### src/rtl/shp_pkg.sv
package shp_pkg;

  // Strobes the control half sends to the datapath half each cycle.
  typedef struct packed {
    logic useData;      // memory stage owns the port this cycle
    logic writeData;    // the owning access is a write
    logic holdPc;       // program counter keeps its value
    logic holdIfId;     // fetch/decode register ignores the fetched word
    logic insertBubble; // fetch/decode register loads a no-op
  } portStrobes_t;

endpackage

### src/rtl/shp_sat_counter.sv
module shp_sat_counter #(
  parameter int W = 16
) (
  input  logic         clk,
  input  logic         rst,
  input  logic         inc,
  output logic [W-1:0] count
);

  localparam logic [W-1:0] TOP = {W{1'b1}};

  logic [W-1:0] countQ;

  always_ff @(posedge clk) begin
    if (rst) begin
      countQ <= '0;
    end else if (inc && (countQ != TOP)) begin
      countQ <= countQ + 1'b1;
    end
  end

  assign count = countQ;

  // a full counter stays full.
  a_r8_saturate: assert property (@(posedge clk) disable iff (rst)
    (countQ == TOP) |=> (countQ == TOP));

  // below the top, one increment per request.
  a_r8_step: assert property (@(posedge clk) disable iff (rst)
    (inc && (countQ != TOP)) |=> (countQ == $past(countQ) + 1'b1));

  // with no request the count stays the same.
  a_r8_idle_hold: assert property (@(posedge clk) disable iff (rst)
    (!inc) |=> $stable(countQ));

endmodule

### src/rtl/shp_ctl.sv
module shp_ctl
  import shp_pkg::*;
#(
  parameter int CNT_W = 16
) (
  input  logic             clk,
  input  logic             rst,
  input  logic             memValid,
  input  logic             memIsLoad,
  input  logic             memIsStore,
  output portStrobes_t     strobes,
  output logic [CNT_W-1:0] stallCount
);

  logic dataNeedsPort;
  logic dataIsWrite;

  // The older instruction in the memory stage always wins the port.
  assign dataNeedsPort = memValid && (memIsLoad || memIsStore) && !rst;
  assign dataIsWrite   = dataNeedsPort && memIsStore;

  always_comb begin
    strobes              = '0;
    strobes.useData      = dataNeedsPort;
    strobes.writeData    = dataIsWrite;
    strobes.holdPc       = dataNeedsPort;
    strobes.holdIfId     = dataNeedsPort;
    strobes.insertBubble = dataNeedsPort;
  end

  shp_sat_counter #(.W(CNT_W)) u_stallCnt (
    .clk   (clk),
    .rst   (rst),
    .inc   (strobes.holdPc),
    .count (stallCount)
  );

  // without a valid memory-stage instruction nothing is stalled.
  a_r7_idle_no_stall: assert property (@(posedge clk) disable iff (rst)
    (!memValid) |-> (!strobes.holdPc && !strobes.useData));

  // the counter reads zero on the first cycle after reset.
  a_r1_count_cleared: assert property (@(posedge clk) disable iff (rst)
    $past(rst) |-> (stallCount == '0));

  // a stall always comes with a bubble and a fetch/decode hold.
  a_r3_strobes_agree: assert property (@(posedge clk) disable iff (rst)
    strobes.holdPc |-> (strobes.holdIfId && strobes.insertBubble));

endmodule

### src/rtl/shp_datapath.sv
module shp_datapath
  import shp_pkg::*;
#(
  parameter int               ADDR_W   = 32,
  parameter int               DATA_W   = 32,
  parameter logic [ADDR_W-1:0] RESET_PC = '0
) (
  input  logic              clk,
  input  logic              rst,
  input  portStrobes_t      strobes,
  input  logic [ADDR_W-1:0] memAddr,
  input  logic [DATA_W-1:0] memWdata,
  input  logic [DATA_W-1:0] portRdata,
  output logic [ADDR_W-1:0] portAddr,
  output logic              portWe,
  output logic [DATA_W-1:0] portWdata,
  output logic [ADDR_W-1:0] fetchPc,
  output logic [DATA_W-1:0] decInstr,
  output logic [ADDR_W-1:0] decPc,
  output logic              decValid
);

  // A fetch is always one whole instruction word.
  localparam logic [ADDR_W-1:0] PC_STEP = ADDR_W'(DATA_W / 8);

  logic [ADDR_W-1:0] pcQ;
  logic [DATA_W-1:0] instrQ;
  logic [ADDR_W-1:0] instrPcQ;
  logic              validQ;

  // Port steering
  assign portAddr  = strobes.useData ? memAddr : pcQ;
  assign portWe    = strobes.useData && strobes.writeData;
  assign portWdata = portWe ? memWdata : '0;

  // Program counter
  always_ff @(posedge clk) begin
    if (rst) begin
      pcQ <= RESET_PC;
    end else if (!strobes.holdPc) begin
      pcQ <= pcQ + PC_STEP;
    end
  end

  // Fetch/decode register
  always_ff @(posedge clk) begin
    if (rst) begin
      instrQ   <= '0;
      instrPcQ <= '0;
      validQ   <= 1'b0;
    end else if (strobes.insertBubble) begin
      instrQ <= '0;
      validQ <= 1'b0;
    end else if (!strobes.holdIfId) begin
      instrQ   <= portRdata;
      instrPcQ <= pcQ;
      validQ   <= 1'b1;
    end
  end

  assign fetchPc  = pcQ;
  assign decInstr = instrQ;
  assign decPc    = instrPcQ;
  assign decValid = validQ;

  // a stalled cycle leaves the program counter where it was.
  a_r5_pc_hold: assert property (@(posedge clk) disable iff (rst)
    strobes.holdPc |=> (pcQ == $past(pcQ)));

  // an unstalled cycle advances the program counter by one word.
  a_r2_pc_step: assert property (@(posedge clk) disable iff (rst)
    (!strobes.holdPc) |=> (pcQ == $past(pcQ) + PC_STEP));

  // a bubble leaves decode empty and zeroed.
  a_r6_bubble_empty: assert property (@(posedge clk) disable iff (rst)
    strobes.insertBubble |=> (!validQ && (instrQ == '0)));

  // the data side's address drives the port while it owns it.
  a_r3_data_addr: assert property (@(posedge clk) disable iff (rst)
    strobes.useData |-> (portAddr == memAddr));

  // a write only ever happens on a stalled cycle.
  a_r4_write_stalls: assert property (@(posedge clk) disable iff (rst)
    portWe |-> strobes.holdPc);

  // write data is zero whenever nothing is written.
  a_r9_wdata_quiet: assert property (@(posedge clk) disable iff (rst)
    (!portWe) |-> (portWdata == '0));

endmodule

### src/rtl/shared_port_arbiter.sv
module shared_port_arbiter
  import shp_pkg::*;
#(
  parameter int               ADDR_W   = 32,
  parameter int               DATA_W   = 32,
  parameter int               CNT_W    = 16,
  parameter logic [ADDR_W-1:0] RESET_PC = '0
) (
  input  logic              clk,
  input  logic              rst,
  input  logic              memValid,
  input  logic              memIsLoad,
  input  logic              memIsStore,
  input  logic [ADDR_W-1:0] memAddr,
  input  logic [DATA_W-1:0] memWdata,
  input  logic [DATA_W-1:0] portRdata,
  output logic [ADDR_W-1:0] portAddr,
  output logic              portWe,
  output logic [DATA_W-1:0] portWdata,
  output logic [ADDR_W-1:0] fetchPc,
  output logic [DATA_W-1:0] decInstr,
  output logic [ADDR_W-1:0] decPc,
  output logic              decValid,
  output logic              pcStall,
  output logic              ifIdStall,
  output logic              bubbleInsert,
  output logic [CNT_W-1:0]  stallCount
);

  portStrobes_t strobes;

  shp_ctl #(.CNT_W(CNT_W)) u_ctl (
    .clk        (clk),
    .rst        (rst),
    .memValid   (memValid),
    .memIsLoad  (memIsLoad),
    .memIsStore (memIsStore),
    .strobes    (strobes),
    .stallCount (stallCount)
  );

  shp_datapath #(
    .ADDR_W   (ADDR_W),
    .DATA_W   (DATA_W),
    .RESET_PC (RESET_PC)
  ) u_dp (
    .clk       (clk),
    .rst       (rst),
    .strobes   (strobes),
    .memAddr   (memAddr),
    .memWdata  (memWdata),
    .portRdata (portRdata),
    .portAddr  (portAddr),
    .portWe    (portWe),
    .portWdata (portWdata),
    .fetchPc   (fetchPc),
    .decInstr  (decInstr),
    .decPc     (decPc),
    .decValid  (decValid)
  );

  assign pcStall      = strobes.holdPc;
  assign ifIdStall    = strobes.holdIfId;
  assign bubbleInsert = strobes.insertBubble;

  // no stall is ever shown while reset is held.
  a_r1_quiet_in_reset: assert property (@(posedge clk)
    rst |-> (!pcStall && !ifIdStall && !bubbleInsert && !portWe));

endmodule

### config.mk
export PLATFORM = sky130hd
export DESIGN_NAME = shared_port_arbiter
export DESIGN_NICKNAME = d
export VERILOG_FILES = /design/src/rtl/shp_pkg.sv /design/src/rtl/shp_sat_counter.sv /design/src/rtl/shp_ctl.sv /design/src/rtl/shp_datapath.sv /design/src/rtl/shared_port_arbiter.sv
export SDC_FILE = /design/constraint.sdc
export NUM_CORES = 1
export LEC_CHECK = 0
export BUFFER_PORTS_ARGS = -buffer_cell sky130_fd_sc_hd__buf_4
export CAP_MARGIN = 20
export CORE_ASPECT_RATIO = 2
export CORE_MARGIN = 4
export CORE_UTILIZATION = 40
export CTS_CLUSTER_DIAMETER = 40
export DETAILED_ROUTE_END_ITERATION = 16
export HOLD_SLACK_MARGIN = 0.08
export PLACE_DENSITY = 0.73
export SLEW_MARGIN = 20
export SYNTH_ARGS = -nofsm -noshare
export SYNTH_HDL_FRONTEND = slang
export SYNTH_HIERARCHICAL = 1
export SYNTH_SLANG_ARGS = --single-unit
### constraint.sdc
create_clock -name clk -period 5.3 [get_ports clk]
set_input_delay 1.06 -clock clk [delete_from_list [all_inputs] [get_ports clk]]
set_output_delay 1.06 -clock clk [all_outputs]
set_load 0.1 [all_outputs]
==> impl_results.md <==
* Status: finished, final reports clean
* Pre-CTS worst setup slack at between 1500 and 2000 ps
* Die area at approximately 15,000 um^2
* Hold crit path type: reg2reg
* Port bufs at approximately 280
* Post-DP Area at approximately 7200 um^2
* Routed Antenna Nets at 0
* Mapped Cells at 596
* Pre-Repair DR Iteration Count at 4
* Placed cell count at approximately 1,000
* Commonest non-fill, non-tap cell in the layout: buf_4
* Placeable Area at 12,630 um^2
* Overall power at 1.983 mW
* GRT Overall Usage at 20.24%
* Setup Buffers After CTS at 0
* DRT iter0 DRCs at roughly 230
* Initial Util at between 40% and 50%
* Final Setup Violations at 0
* Share of cells above drive strength 1 at around two fifths
* RSZ-0062 raised after global routing: false
* Yosys reg bits at around 110
* Std cell rows at 58
* Synth top area cells: dfxtp_1 (42%), mux2i_1 (6.6%), mux2_2 (6.1%), nand2_1 (5.6%), a21oi_1 (5.4%)
* Startpoint types: primary input
* Yosys warnings at 6
* CTS tree: yes
* Worst Setup Path Type: in2out
* # fillers at ~1,200
* Max cap viols at 0
* Top-area cell type share of the netlist area at 42.21%
* CTS Hold Bufs at 0
* Clock Path Buffers at 2
* Worst endpoint required time at approximately 4200 ps
* Final period utilization at a little under three quarters
* Critical Path Sink Type: output port
* CP bufs+invs at 3
* Post-Syn Area at a little over 5000 um^2
* NumNets Final at around 940
* N_diodes at 0
* Vias at between 5,000 and 6,000
* Post-DP HPWL at 12,250 um
* Final hold violations at 0
* Die Width at around 88 um
* Worst vdd ir at 0.0001781 V
* Pin count of the biggest net entering global routing at between 100 and 150
* Sink Count at between 100 and 150
* PD cells at around 260 nW/um^2
* Final WL at 16,140 um
* Seq/Total Area, Yosys at approximately 42%
* Clk_skew at ~5.3 ps
* Syn-to-layout area delta at 45.11%
* Later-pin clock latency in the skew report at ~340 ps
* Synth cell types at 50
* Crit path largest cell delay at ~490 ps
* Number of synthesized flops with an enable pin at 0
* Slew headroom at a little under half
* Worst path top cell family by delay: buffers and inverters
* Leak at about 3.4 nW
* Fmax at between 200 and 300 MHz
* TNS Setup at 0 ps
* CTS resizes at 0
* Ys async rst share at 0%
* Initial antenna violation count at 0
* Remaining routing DRC violations at 0
* Max H-tree Level at 3
* Most frequent cells in the layout: buf_4 (279), dfxtp_1 (109), nand2_1 (77)
* Root Driver: clkbuf_16
* Max-slew violations at 0
* DR WL/cell at around 16 um
* Largest area contributor in the netlist: dfxtp_1
* CTS Buf Count at 9
* CP Data Arrival Time at roughly 2700 ps
* Post-Syn Area per Cell at 8.674 um^2
* Final setup margin at between 1500 and 2000 ps
* Post-route minimum period at 3765 ps
* CP most frequent cell: buf_4
* First-pass GRT wire length at about 24,000 um
* Final core utilization at roughly three fifths
* CP max stage cell: buf_12
* Fin Hold WS at approximately 460 ps
* Clk slew on worst S/H paths at ~70 ps
* Non-Filler Instances at a little under 1,000
* GPL Wtd Cong at around 0.8
* CP Cell Sequence: buf_4, nor3b_4, buf_12, mux2_2, buf_4
* Number of global-route vias before repair at between 4,000 and 5,000
* Die Span Y at approximately 170 um
* Top FF cell, synth: dfxtp_1
* Via-per-instance ratio at ~5.2
* Crit-path max FO at 117
* Design Area, Final at roughly 7500 um^2
* Grt total ovfl at 0
* Slew @ Worst Pin at around 820 ps
* I/O Pins at around 280
## Yosys cell counts (3+ instances only)
| cell | number |
|---|---|
| a21oi_1 | 56 |
| and2_1 | 6 |
| and3_1 | 34 |
| and4_1 | 4 |
| buf_1 | 4 |
| buf_4 | 10 |
| clkbuf_1 | 30 |
| clkbuf_8 | 4 |
| dfxtp_1 | 109 |
| inv_1 | 8 |
| mux2_2 | 28 |
| mux2i_1 | 34 |
| nand2_1 | 77 |
| nand3_1 | 15 |
| nand4_1 | 9 |
| nor2_1 | 55 |
| nor2b_1 | 4 |
| nor3_1 | 8 |
| nor4_1 | 7 |
| o21ai_0 | 13 |
| o31ai_1 | 15 |
| or3_1 | 6 |
| or4_1 | 16 |
| xnor2_1 | 11 |
| xor2_1 | 3 |
## layout make-up
type                       count  area, um^2  area share (%)
timing repair buffer         280        2115           28.19
clock buffer                   9       225.2           3.002
tap                          150       187.7           2.502
clock inverter                 7       63.81          0.8506
sequential                   109        2182           29.09
inverter                       8       30.03          0.4003
multi-input combinational    431        2699           35.97
## power breakdown
group / switching (mW) / total [mW] / leakage (nW) / internal, mW
registers: 0.0165 / 0.856 / 0.886 / 0.839
logic: 0.356 / 0.481 / 2.34 / 0.125
clock network: 0.316 / 0.646 / 0.136 / 0.330
total: 0.689 / 1.98 / 3.36 / 1.29
## worst min-delay path, delay by kind of cell, from the launching register on
family | cells | cell delay (ps)
DFF | 1 | 310
and+or+nand+nor | 1 | 50
AOI/OAI and AO/OA | 1 | 50
## path summary, 6_finish.rpt
kind	start	to	slack (ps)	depth (start not counted)
min	u_dp/decPc[24]$_SDFFE_PP0P_	u_dp/decPc[24]$_SDFFE_PP0P_	460	2
min reg2reg	u_dp/decPc[24]$_SDFFE_PP0P_	u_dp/decPc[24]$_SDFFE_PP0P_	460	2
max reg2reg	u_dp/fetchPc[2]$_SDFFE_PP0N_	u_dp/fetchPc[20]$_SDFFE_PP0N_	2920	5
max	rst	portAddr[14]	1540	5
## logic make-up after synthesis
logic type                 share of synthesized area, %
AOI/OAI and AO/OA                                 9.874
DFF                                               42.21
other                                           0.07253
and+or+nand+nor                                   26.33
buffers and inverters                             5.978
xor gates and xnor gates                          2.372
muxes                                             12.68
adders and majority gates                        0.4839
## registers in the layout, summed over array words and instances, names as in the netlist
register	flops
u_dp/decPc	30
u_dp/decInstr	32
u_ctl/u_stallCnt/count	16
u_dp/decValid	1
u_dp/fetchPc	30
## routing by layer
layer	global-route usage, %	up-vias	share of wire [%]
met4	7.303	0	2.5
met5	0	-	0
li1	-	2571	-
met1	20.33	2389	35
met3	3.994	28	6.5
met2	39.26	154	56
No activity file was read; power rests on OpenSTA's default activity.
